File: src/rtl/lec_pkg.sv
package lec_pkg;
  // per-cycle increment: up to two events may arrive together
  typedef logic [1:0] ev_inc_t;
  localparam int N_CNT = 2;
  localparam int IDX_CV = 0;
  localparam int IDX_BE = 1;
endpackage

File: src/rtl/lec_ctrl.sv
module lec_ctrl (
  input  logic clk,
  input  logic rst,
  input  logic auto_mode,
  input  logic latch_cmd,
  input  logic sec_tick,
  input  logic flag_clr,
  output logic xfer,
  output logic sec_flag
);
  logic cmd_q;

  always_ff @(posedge clk) begin
    if (rst) begin
      cmd_q    <= 1'b0;
      sec_flag <= 1'b0;
    end else begin
      cmd_q <= latch_cmd;
      if (sec_tick)      sec_flag <= 1'b1;
      else if (flag_clr) sec_flag <= 1'b0;
    end
  end

  // transfer source chosen by the mode in the transfer cycle
  assign xfer = auto_mode ? sec_tick : cmd_q;
endmodule

File: src/rtl/lec_counter.sv
module lec_counter
  import lec_pkg::*;
#(
  parameter int CNT_W  = 16,
  parameter int BYTE_W = 8
) (
  input  logic                clk,
  input  logic                rst,
  input  ev_inc_t             inc,
  input  logic                xfer,
  input  logic                rd_lo,
  output logic [BYTE_W-1:0]   lo_byte,
  output logic [CNT_W-BYTE_W-1:0] hi_byte
);
  localparam int HI_W = CNT_W - BYTE_W;

  logic [CNT_W-1:0] live_q;
  logic [CNT_W-1:0] buf_q;
  logic [HI_W-1:0]  hi_q;
  logic [CNT_W:0]   sum;
  logic [CNT_W-1:0] live_nx;

  always_comb begin
    sum = {1'b0, live_q} + {{(CNT_W-1){1'b0}}, inc};
    live_nx = sum[CNT_W] ? {CNT_W{1'b1}} : sum[CNT_W-1:0];
  end

  always_ff @(posedge clk) begin
    if (rst) begin
      live_q <= '0;
      buf_q  <= '0;
      hi_q   <= '0;
    end else begin
      if (xfer) begin
        buf_q  <= live_q;
        live_q <= {{(CNT_W-2){1'b0}}, inc};
      end else begin
        live_q <= live_nx;
      end
      if (rd_lo) hi_q <= buf_q[CNT_W-1:BYTE_W];
    end
  end

  assign lo_byte = buf_q[BYTE_W-1:0];
  assign hi_byte = hi_q;
endmodule

File: src/rtl/line_err_counters.sv
module line_err_counters
  import lec_pkg::*;
#(
  parameter int CNT_W  = 16,
  parameter int BYTE_W = 8
) (
  input  logic                    clk,
  input  logic                    rst,
  input  logic                    cv_strobe,
  input  logic                    exz_strobe,
  input  logic                    exz_en,
  input  logic                    be_strobe,
  input  logic                    sec_tick,
  input  logic                    auto_mode,
  input  logic                    latch_cmd,
  input  logic                    flag_clr,
  input  logic                    rd_lo_cv,
  input  logic                    rd_lo_be,
  output logic [BYTE_W-1:0]       cv_lo,
  output logic [CNT_W-BYTE_W-1:0] cv_hi,
  output logic [BYTE_W-1:0]       be_lo,
  output logic [CNT_W-BYTE_W-1:0] be_hi,
  output logic                    sec_flag
);
  localparam int HI_W = CNT_W - BYTE_W;

  logic    xfer;
  ev_inc_t inc_a [N_CNT];
  logic    rd_a  [N_CNT];
  logic [BYTE_W-1:0] lo_a [N_CNT];
  logic [HI_W-1:0]   hi_a [N_CNT];

  always_comb begin
    inc_a[IDX_CV] = {1'b0, cv_strobe} + {1'b0, exz_en & exz_strobe};
    inc_a[IDX_BE] = {1'b0, be_strobe};
    rd_a[IDX_CV]  = rd_lo_cv;
    rd_a[IDX_BE]  = rd_lo_be;
  end

  lec_ctrl u_ctrl (
    .clk(clk), .rst(rst), .auto_mode(auto_mode), .latch_cmd(latch_cmd),
    .sec_tick(sec_tick), .flag_clr(flag_clr), .xfer(xfer), .sec_flag(sec_flag)
  );

  for (genvar g = 0; g < N_CNT; g++) begin : g_cnt
    lec_counter #(.CNT_W(CNT_W), .BYTE_W(BYTE_W)) u_cnt (
      .clk(clk), .rst(rst), .inc(inc_a[g]), .xfer(xfer), .rd_lo(rd_a[g]),
      .lo_byte(lo_a[g]), .hi_byte(hi_a[g])
    );
  end

  assign cv_lo = lo_a[IDX_CV];
  assign cv_hi = hi_a[IDX_CV];
  assign be_lo = lo_a[IDX_BE];
  assign be_hi = hi_a[IDX_BE];
endmodule

File: config.mk
export PLATFORM = sky130hd
export DESIGN_NAME = line_err_counters
export DESIGN_NICKNAME = d
export VERILOG_FILES = /design/src/rtl/lec_pkg.sv /design/src/rtl/lec_ctrl.sv /design/src/rtl/lec_counter.sv /design/src/rtl/line_err_counters.sv
export SDC_FILE = /design/constraint.sdc
export NUM_CORES = 1
export LEC_CHECK = 0
export ABC_AREA = 1
export BUFFER_PORTS_ARGS = -buffer_cell sky130_fd_sc_hd__buf_2
export CAP_MARGIN = 10
export CORE_ASPECT_RATIO = 0.8
export CORE_UTILIZATION = 50
export CTS_CLUSTER_DIAMETER = 30
export DETAILED_ROUTE_END_ITERATION = 8
export GPL_ROUTABILITY_DRIVEN = 0
export MAX_ROUTING_LAYER = met4
export PLACE_DENSITY = 0.7
export SYNTH_ARGS = -nofsm -noshare
export SYNTH_HDL_FRONTEND = slang
export SYNTH_SLANG_ARGS = --single-unit
File: constraint.sdc
create_clock -name clk -period 3.2 [get_ports clk]
set_input_delay 0.32 -clock clk [delete_from_list [all_inputs] [get_ports clk]]
set_output_delay 0.32 -clock clk [all_outputs]
set_load 0.01 [all_outputs]
==> results by group, run 1 <==
GRT
  – Met3 usage in global routing: 6.23%
  – Vias in the first global route: 2,696
  – Initial antenna violation count: 0
  – Tot GR Track Use: 21.6%
  – GR peak layer: met2
  – First-pass GRT wire length: 12.6 mm
  – GR Layer Usage met1: 29.1%
  – Grt ovf: 0
  – Largest net degree at the start of global routing: 37
  – Met2 GRT Util: 30.6%

STA
  – Max Fclk: 511 MHz
  – Fin crit share: 61.2%
  – Worst-Margin Slew: 549 ps
  – Max Slew Vio Count: 0
  – Min Tclk post-route: 1960 ps
  – Final Setup Violations: 0
  – Slew HR: 63.3%
  – Final Hold Fails: 0
  – Clock skew: 10.1 ps
  – RSZ-0062 raised after global routing: false
  – Setup tns final: 0 ps

Placed design
  – DP HPWL: 5.28 mm
  – Port Buffer Count: 44

Final layout
  – Share of layout cells above drive strength 1: 15.3%
  – FILL cells: 658
  – Syn-to-layout area delta: 10.6%
  – Final nets: 517
  – N_diodes: 0

Clock network
  – H-tree Lvls: 3
  – CTS Root Cell: clkbuf_8
  – Clock buffer count from CTS: 9
  – Postcts setup bufs: 0
  – Clock sinks: 82
  – Clock Pin Slew Worst Setup and Hold Paths: 80 ps
  – TritonCTS clock tree: yes
  – Post-CTS resize count: 0
  – Worst-Skew Late Latency: 360 ps
  – CTS hold repair buffers: 0
  – CTS Buffer Depth: 2

Setup path
  – Data arrival, critical path: 2260 ps
  – Max incr delay on CP: 450 ps
  – Critical-path cell list: ha_1, ha_1, nand3_1, inv_1, nand4_1, nand3_1, nand2_1, inv_1
  – Crit-path max FO: 12
  – Worst EP required: 3500 ps
  – WS Path Type: reg2reg
  – Crit end category: flop
  – Startpoint Class: flop
  – CP max stage cell: nand4_1

Synthesis
  – Number of synthesized register bits: 82
  – Synthesized area: 0.00362 sq mm
  – Asr flop ratio synth: 0%
  – Synth Flop Type: dfxtp_1
  – Seq/Total Area, Yosys: 45.4%
  – Top-area cell type share of the netlist area: 45.4%
  – Most common cell in the netlist: dfxtp_1
  – Syn nets: 492
  – Distinct cells, synth: 31
  – Synth top cells by count: dfxtp_1, nor2_1, nand2_1
  – Area contributors post-synth: dfxtp_1, nor2_1, o21ai_0
  – Post-Syn Instances: 474
  – Syn_area_per_cell: 7.63 sq um
  – Synth area leader: dfxtp_1
  – Synth Warn #: 0
  – Post-synth EDFFs: 0

Power
  – Clock power frac: 41.4%
  – Sw frac: 23.6%
  – Int Pwr: 1650 uW
  – Switch Pwr: 510 uW
  – Peak VDD IR: 0.288 mV
  – PD cells: 541 mW/mm^2
  – Logic gate share of total power: 8.3%
  – LEAKAGE: 0.00173 uW
  – Overall Power: 2160 uW
  – Sequential share of power: 50.3%

Run
  – Max-cap violation count: 0

Detailed routing
  – DRT Pass-1 Iters: 4
  – WL/cell: 12.7 um
  – DRC viols: 0
  – DRT iter0 DRCs: 194
  – Vias per cell: 5.03
  – Routed vias: 2,972
  – Final ANT Viol Nets: 0
  – Final WL: 7.49 mm

Die
  – Std-Cell Rows: 27
  – Core box area: 0.00693 sq mm
  – Starting density of the core: 52.2%
  – Die H: 78.1 um
  – Num ports: 45
  – Die area: 0.00758 sq mm
  – Die Width: 97.1 um

Outcome
  – Outcome: finished clean

Min path
  – Path type of the worst min-delay path: in2reg
[kinds of logic after synthesis]
family,count (synthesis),share of synthesized area (%)
buffers and inverters,87,11.5
and+or+nand+nor,186,22.7
DFF,82,45.4
xor gates and xnor gates,12,2.91
adders and majority gates,6,2.28
AOI/OAI and AO/OA,101,15.2
[registers in the layout, indices dropped and copies added (netlist names)]
| signal | cells |
|---|---|
| g_cnt.u_cnt.buf_q | 32 |
| g_cnt.u_cnt.hi_byte | 16 |
| g_cnt.u_cnt.live_q | 32 |
| u_ctrl.cmd_q | 1 |
| u_ctrl.sec_flag | 1 |
[path summary, 6_finish.rpt]
check                                         endpoint  slack [ps]  cells after the start                           startpoint
setup / recovery  g_cnt[1].u_cnt.live_q[13]$_SDFF_PP0_        1240                      8  g_cnt[1].u_cnt.live_q[0]$_SDFF_PP0_
setup reg to reg  g_cnt[1].u_cnt.live_q[13]$_SDFF_PP0_        1240                      8  g_cnt[1].u_cnt.live_q[0]$_SDFF_PP0_
hold reg to reg           u_ctrl.sec_flag$_SDFFE_PP0P_         460                      2         u_ctrl.sec_flag$_SDFFE_PP0P_
hold / removal                 u_ctrl.cmd_q$_SDFF_PP0_         170                      3                            latch_cmd
[power by group through the flow]
| stage | registers (uW) | logic, uW | clock network [uW] |
|---|---|---|---|
| CTS | 1090 | 182 | 916 |
| floorplan | 1120 | 137 | 0 |
| global placement | 1110 | 178 | 0 |
| detailed placement | 1110 | 180 | 0 |
| finish | 1090 | 179 | 895 |
| global route | 1090 | 206 | 962 |
[worst max-delay path, delay by kind of cell (launching register included)]
family	cells	cell delay, ps
adders and majority gates	2	410
and+or+nand+nor	4	940
DFF	1	370
buffers and inverters	2	180
[layer usage]
layer,part of all wire (%),wire length (um)
met4,1.3,97
met2,43,3240
met1,50,3770
met5,0,0
met3,5.0,376
[metrics by stage]
step                      util (%)  hold slack, ps  instance area [sq um]  cells  setup slack [ps]
after global routing          57.8             183                   4000    591              1130
after floorplan                  -             398                   3620    474              1200
final                         57.8             171                   4000    591              1240
after detailed placement      54.3             451                   3760    575               961
after global placement        54.3             442                   3760    575               996
after CTS                     57.8             163                   4000    591              1280
[final cells by class]
| type | instances | area (sq um) | share of cell area, % |
|---|---|---|---|
| multi-input cells | 305 | 1560 | 39.0 |
| flip-flops and latches | 82 | 1640 | 41.0 |
| repair buffers | 46 | 235 | 5.88 |
| inverters | 55 | 211 | 5.29 |
| clock inverters | 6 | 115 | 2.88 |
| well taps | 87 | 109 | 2.72 |
| clock buffers | 10 | 128 | 3.19 |
[placed cells by master (no fill, tap or decap)]
cell,synthesis,final
a211oi_1,10,10
a21oi_1,37,37
a21oi_2,1,1
a31oi_1,4,4
buf_2,3,44
buf_4,17,2
bufinv_16,0,3
clkbuf_1,9,1
clkbuf_8,0,9
clkinv_4,0,2
clkinvlp_4,0,1
dfxtp_1,82,82
fa_1,1,1
ha_1,5,5
inv_1,52,52
inv_2,1,1
inv_4,2,2
nand2_1,64,64
nand2_2,2,2
nand2_4,2,2
nand3_1,23,23
nand3_2,1,1
nand4_1,5,5
nor2_1,81,81
nor2_4,3,3
nor2_8,1,1
nor3_1,2,2
nor3_4,1,1
o21ai_0,48,48
o21ai_4,1,1
or2_2,1,1
xnor2_1,4,4
xor2_1,8,8
No activity file was read; power rests on OpenSTA's default activity.
==> run 2, diff against run 1 <==
--- a/config.mk
+++ b/config.mk
@@ -14,7 +14,7 @@
 export DETAILED_ROUTE_END_ITERATION = 8
 export GPL_ROUTABILITY_DRIVEN = 0
 export MAX_ROUTING_LAYER = met4
-export PLACE_DENSITY = 0.7
+export PLACE_DENSITY = 0.73
 export SYNTH_ARGS = -nofsm -noshare
 export SYNTH_HDL_FRONTEND = slang
 export SYNTH_SLANG_ARGS = --single-unit
==> constraint.sdc (replaced) <==
create_clock -name clk -period 1.63 [get_ports clk]
set_input_delay 0.163 -clock clk [delete_from_list [all_inputs] [get_ports clk]]
set_output_delay 0.163 -clock clk [all_outputs]
set_load 0.01 [all_outputs]
==> run 2 against run 1 <==
  * Power increased by 81%
  * Combinational power increased by 120%
  * Clock skew about the same
  * Sequential cell count unchanged
  * Final area increased by 2.6%
  * The run now ends with negative setup slack left
  * Non-clock buffer count increased by 9
  * Routed wire length decreased by 0.57%
==> results by group, run 2 (synthesized netlist as in run 1, its figures left out) <==
Clock network
  – CTS Root Cell: clkbuf_8
  – Clock buffer count from CTS: 9 (unchanged)
  – Clock Pin Slew Worst Setup and Hold Paths: 90 ps (about the same)
  – TritonCTS clock tree: yes
  – H-tree Lvls: 3 (unchanged)
  – Worst-Skew Late Latency: 360 ps (about the same)
  – CTS Buffer Depth: 2 (unchanged)
  – Clock sinks: 82 (unchanged)

STA
  – RSZ-0062 raised after global routing: true
  – Final Setup Violations: 6 (+6)
  – Slew HR: 71.7% (+8.4 points)
  – Max Fclk: 597 MHz (+17%)
  – Max Slew Vio Count: 0 (unchanged)
  – Min Tclk post-route: 1670 ps (-283 ps)
  – Setup tns final: -87.9 ps (-87.9 ps)
  – Final Hold Fails: 0 (unchanged)
  – Fin crit share: 103% (+42 points)
  – Clock skew: 10.2 ps (+0.0945 ps)
  – Worst-Margin Slew: 424 ps (-124 ps)
  – Setup ws final: -45.0 ps (-1290 ps)

Die
  – Core box area: 0.00693 sq mm (unchanged)
  – Starting density of the core: 52.2% (unchanged)
  – Die H: 78.1 um (unchanged)
  – Std-Cell Rows: 27 (unchanged)
  – Die Width: 97.1 um (unchanged)
  – Die area: 0.00758 sq mm (unchanged)
  – Num ports: 45 (unchanged)

Setup path
  – Crit-path max FO: 5 (-7)
  – Critical path destination: g_cnt[0].u_cnt.live_q[11]$_SDFF_PP0_
  – Data arrival, critical path: 1990 ps (-270 ps)
  – Origin of the critical flop-to-flop path: g_cnt[0].u_cnt.live_q[0]$_SDFF_PP0_
  – R2R setup slack: -40 ps (-1290 ps)
  – Crit end category: flop
  – RR Endpoint: g_cnt[0].u_cnt.live_q[11]$_SDFF_PP0_
  – Worst EP required: 1950 ps (-1550 ps)
  – Launch point of the worst path: g_cnt[0].u_cnt.live_q[0]$_SDFF_PP0_
  – WS Path Type: reg2reg
  – Startpoint Class: flop
  – R2r worst-path depth: 10 (+2)

Final layout
  – Share of layout cells above drive strength 1: 19.8% (+4.6 points)
  – Final nets: 527 (+1.9%)
  – N_diodes: 0 (unchanged)
  – Most frequent cells in the layout: dfxtp_1, nor2_1, nand2_1
  – FILL cells: 628 (-4.6%)
  – Syn-to-layout area delta: 13.5%
  – Leading cell type in the layout, fill and taps excluded: dfxtp_1

Run
  – Max-cap violation count: 0 (unchanged)

GRT
  – Initial antenna violation count: 0 (unchanged)
  – Tot GR Track Use: 21.1% (-0.50 points)
  – Vias in the first global route: 2,622 (-2.7%)
  – First-pass GRT wire length: 12.3 mm (-2.6%)
  – Grt ovf: 0 (unchanged)
  – Largest net degree at the start of global routing: 36 (-2.7%)

Outcome
  – Failing checks: negative setup slack
  – Outcome: complete, but fails checks

Power
  – PD cells: 953 mW/mm^2 (+76%)
  – Sw frac: 27.8% (+4.2 points)
  – LEAKAGE: 0.00176 uW (+1.6%)
  – Int Pwr: 2820 uW (+71%)
  – Clock power frac: 35.5% (-5.9 points)
  – Sequential share of power: 54.7% (+4.4 points)
  – Logic gate share of total power: 9.8% (+1.5 points)
  – Switch Pwr: 1090 uW (+110%)
  – Peak VDD IR: 0.509 mV (+77%)
  – Overall Power: 3910 uW (+81%)

Detailed routing
  – Routed vias: 3,032 (+2.0%)
  – DRT Pass-1 Iters: 5 (+1)
  – DRT iter0 DRCs: 175 (-9.8%)
  – Vias per cell: 5.04 (+0.32%)
  – Final WL: 7.45 mm (-0.57%)
  – WL/cell: 12.4 um (-2.2%)
  – DRC viols: 0 (unchanged)
  – Final ANT Viol Nets: 0 (unchanged)

Placed design
  – DP HPWL: 5.38 mm (+1.9%)
  – Port Buffer Count: 44 (unchanged)

Min path
  – Path type of the worst min-delay path: in2reg
run 2: per-stage QoR:
step	cells	util (%)	area (sq um)	setup slack (ps)	hold WS (ps)
after global placement	582	55.7	3860	-236	379
after detailed placement	582	55.7	3860	-280	380
final	601	59.3	4110	-45.0	46.1
after floorplan	474	-	3650	-35.7	241
after CTS	599	58.6	4060	-8.55	40.2
after global routing	601	59.3	4110	-102	50.0
run 2: repair_timing:
action	4_1_cts	5_1_grt
pin swaps	0	2
resized for setup	1	9
hold endpoints to repair	1	0
cloned	0	1
buffers inserted	0	1
setup endpoints to repair	15	26
hold buffers	1	0
run 2: critical path, stage by stage (launching register included):
cell     delay [ps]
dfxtp_2         370
ha_4            140
inv_2            30
fa_2            360
nor2_4          160
nand2_4          90
nor2_4          150
nand2_2         130
nand3_1         110
nand2_1          50
inv_1            50
run 2: metal layers:
layer | part of all wire [%] | wire [um] | vias up | track usage (%)
li1 | - | - | 1588 | -
met4 | 1.1 | 81 | 0 | 7.76
met3 | 8.0 | 596 | 11 | 6.41
met2 | 40 | 2980 | 98 | 29.2
met1 | 51 | 3790 | 1335 | 29.0
met5 | 0 | 0 | - | -
run 2: worst min path at each step:
stage | from | to | cells after the start | slack, ps
after floorplan | rst | g_cnt[0].u_cnt.buf_q[1]$_SDFFE_PP0P_ | 1 | 240
after global placement | latch_cmd | u_ctrl.cmd_q$_SDFF_PP0_ | 3 | 380
after detailed placement | latch_cmd | u_ctrl.cmd_q$_SDFF_PP0_ | 3 | 380
after CTS | flag_clr | u_ctrl.sec_flag$_SDFFE_PP0P_ | 4 | 40
after global routing | flag_clr | u_ctrl.sec_flag$_SDFFE_PP0P_ | 4 | 50
final | flag_clr | u_ctrl.sec_flag$_SDFFE_PP0P_ | 4 | 50
run 2: cell type report:
class                      count  area, sq um  area share (%)
tap                           87          109            2.65
timing repair buffer          55          322            7.83
clock buffer                   9          124            3.02
sequential                    82         1640            40.0
multi-input combinational    306         1640            39.9
inverter                      55          211            5.15
clock inverter                 7         60.1            1.46
run 2: power by group through the flow:
stage	combinational, uW	clock (uW)	sequential [uW]
floorplan	279	0	2190
global placement	370	0	2180
detailed placement	379	0	2190
CTS	383	1410	2140
global route	436	1490	2150
finish	385	1390	2140
==> run 3, diff against run 2 <==
--- a/config.mk
+++ b/config.mk
@@ -6,15 +6,14 @@
 export NUM_CORES = 1
 export LEC_CHECK = 0
 export ABC_AREA = 1
-export BUFFER_PORTS_ARGS = -buffer_cell sky130_fd_sc_hd__buf_2
 export CAP_MARGIN = 10
 export CORE_ASPECT_RATIO = 0.8
 export CORE_UTILIZATION = 50
 export CTS_CLUSTER_DIAMETER = 30
 export DETAILED_ROUTE_END_ITERATION = 8
+export DONT_BUFFER_PORTS = 1
 export GPL_ROUTABILITY_DRIVEN = 0
 export MAX_ROUTING_LAYER = met4
-export PLACE_DENSITY = 0.73
 export SYNTH_ARGS = -nofsm -noshare
 export SYNTH_HDL_FRONTEND = slang
 export SYNTH_SLANG_ARGS = --single-unit
==> constraint.sdc (replaced) <==
create_clock -name clk -period 2 [get_ports clk]
set_input_delay 0.2 -clock clk [delete_from_list [all_inputs] [get_ports clk]]
set_output_delay 0.2 -clock clk [all_outputs]
set_load 0.02 [all_outputs]
==> run 3 against run 2 <==
  * The run now ends clean
  * Fmax is 6.1% lower
  * Clock power decreased by 11%
  * Die area unchanged
  * Core utilization down 4.1 points
  * Power down 16%
  * Non-clock buffer count down 44
  * Sequential share of layout area is 3.0 points higher
  * Routed wire length is 7.2% higher
  * Sequential cell count is the same
  * Critical path type unchanged
  * Largest cell class unchanged
  * Largest power group unchanged
  * Highest routed layer unchanged
==> results by group, run 3 (synthesized netlist as in run 1, its figures left out) <==
Placed design
  – Post-place setup slack: -24.6 ps (+256 ps)
  – Placed Cells: 535 (-8.1%)
  – Port Buffer Count: 0 (-100%)
  – Post-Place Cell Area: 0.00357 sq mm (-7.6%)
  – DP HPWL: 5.50 mm (+2.4%)

Clock network
  – Post-CTS resize count: 0 (-1)
  – Clock sinks: 82 (unchanged)
  – Clock buffer count from CTS: 9 (unchanged)
  – H-tree Lvls: 3 (unchanged)
  – CTS Buffer Depth: 2 (unchanged)
  – Clock Pin Slew Worst Setup and Hold Paths: 90 ps (about the same)
  – Worst-Skew Late Latency: 370 ps (about the same)
  – TritonCTS clock tree: yes
  – CTS Root Cell: clkbuf_8

STA
  – Max Fclk: 561 MHz (-6.1%)
  – Final Setup Violations: 0 (-6)
  – Setup tns final: 0 ps (+87.9 ps)
  – Setup ws final: 217 ps (+262 ps)
  – Min Tclk post-route: 1780 ps (+108 ps)
  – Slew HR: 68.2% (-3.5 points)
  – Clock skew: 9.01 ps (-1.16 ps)
  – RSZ-0062 raised after global routing: false
  – Fin crit share: 89.1% (-14 points)
  – Max Slew Vio Count: 0 (unchanged)
  – Worst-Margin Slew: 476 ps (+51.9 ps)
  – Final Hold Fails: 0 (unchanged)

Power
  – Peak VDD IR: 0.437 mV (-14%)
  – LEAKAGE: 0.00154 uW (-12%)
  – PD cells: 856 mW/mm^2 (-10%)

Setup path
  – Critical path's top delay family: simple AND/OR/NAND/NOR gates
  – Crit end category: flop
  – Worst EP required: 2320 ps (+370 ps)
  – Crit-path max FO: 10 (+5)
  – Max incr delay on CP: 430 ps (+60 ps)
  – Worst Path Buf+Inv: 2 (unchanged)
  – WS Path Type: reg2reg
  – CP max stage cell: fa_1
  – Data arrival, critical path: 2110 ps (+120 ps)
  – Critical-path cell list: ha_1, inv_1, fa_1, nor2_4, nand2_4, nor2_4, nand2_4, nand3_1, nand2_1, inv_1
  – Startpoint Class: flop

GRT
  – Grt ovf: 0 (unchanged)
  – Largest net degree at the start of global routing: 36 (unchanged)
  – Vias in the first global route: 2,662 (+1.5%)
  – First-pass GRT wire length: 13.5 mm (+9.4%)
  – Initial antenna violation count: 0 (unchanged)
  – Tot GR Track Use: 23.4% (+2.3 points)

Detailed routing
  – Vias per cell: 5.18 (+2.7%)
  – Final ANT Viol Nets: 0 (unchanged)
  – DRT iter0 DRCs: 172 (-1.7%)
  – Final WL: 7.98 mm (+7.2%)
  – DRC viols: 0 (unchanged)
  – DRT Pass-1 Iters: 4 (-1)
  – WL/cell: 14.4 um (+16%)
  – Routed vias: 2,882 (-4.9%)

Die
  – Num ports: 45 (unchanged)
  – Std-Cell Rows: 27 (unchanged)
  – Starting density of the core: 52.2% (unchanged)
  – Die Width: 97.1 um (unchanged)
  – Core box area: 0.00693 sq mm (unchanged)
  – Die H: 78.1 um (unchanged)
  – Die area: 0.00758 sq mm (unchanged)

Final layout
  – N_diodes: 0 (unchanged)
  – Fin area: 0.00382 sq mm (-7.0%)
  – Share of layout cells above drive strength 1: 7.89% (-12 points)
  – Non-filler cells, final: 556 (-7.5%)
  – FILL cells: 682 (+8.6%)
  – Leading cell type in the layout, fill and taps excluded: dfxtp_1
  – Most frequent cells in the layout: dfxtp_1, nor2_1, nand2_1
  – Final nets: 482 (-8.5%)
  – Syn-to-layout area delta: 5.61%

Outcome
  – Outcome: finished clean

Run
  – Max-cap violation count: 0 (unchanged)

Min path
  – Path type of the worst min-delay path: in2reg
==> run 3: cell count changes in the layout (fill, tap and decap cells not counted), sizes merged <==
cell         previous run  this run
bufinv                  0         1
buf                    54         6
clkinvlp                3         2
clkbuf                  9        10
nand2                  69        68
clkinv                  0         1
dlygate4sd3             1         5
inv                    59        57
==> run 3: path summary, 6_finish.rpt <==
path | from | endpoint | slack, ps | cells past startpoint
worst min-delay path | rst | g_cnt[0].u_cnt.live_q[15]$_SDFF_PP0_ | 10 | 3
worst max register to register | g_cnt[0].u_cnt.live_q[0]$_SDFF_PP0_ | g_cnt[0].u_cnt.live_q[11]$_SDFF_PP0_ | 220 | 10
worst max-delay path | g_cnt[0].u_cnt.live_q[0]$_SDFF_PP0_ | g_cnt[0].u_cnt.live_q[11]$_SDFF_PP0_ | 220 | 10
worst min register to register | g_cnt[1].u_cnt.buf_q[10]$_SDFFE_PP0P_ | g_cnt[1].u_cnt.buf_q[10]$_SDFFE_PP0P_ | 460 | 2
==> run 3: cell type report <==
class / instances / area [sq um] / area share (%)
Clock inverter: 6 / 73.8 / 1.93
Tap cell: 87 / 109 / 2.85
Sequential cell: 82 / 1640 / 43.0
Clock buffer: 10 / 128 / 3.34
Timing Repair Buffer: 11 / 95.1 / 2.49
Inverter: 55 / 211 / 5.54
Multi-Input combinational cell: 305 / 1560 / 40.9
==> run 3: report_power, final <==
group          switching, uW  total, uW  internal (uW)
clock network            652       1240            592
registers               97.6       1810           1710
logic                    141        221           79.4
total                    891       3270           2380
==> run 3: worst reg2reg max path, stage by stage (launching register included) <==
cell     delay (ps)
dfxtp_1         360
ha_1            170
inv_1            50
fa_1            430
nor2_4          190
nand2_4          90
nor2_4          130
nand2_4         120
nand3_1         100
nand2_1          50
inv_1            60
==> run 3: per-stage QoR <==
step	total power [uW]	hold slack, ps	utilization, %
after floorplan	2040	278	-
after global placement	2050	275	51.5
after detailed placement	2050	275	51.5
after CTS	3300	4.37	55.1
after global routing	3420	13.8	55.1
final	3270	13.3	55.1
==> run 3: timing repair <==
action / CTS / global route
hold buffers: 5 / 0
endpoints found under the setup margin: 0 / 0
buffers inserted: 0 / 0
hold endpoints to repair: 27 / 0
==> run 3: routing by layer <==
layer / track usage, % / wire length (um)
met2: 32.2 / 3290
met4: 9.70 / 143
met5: - / 0
met1: 31.9 / 4100
met3: 7.21 / 456
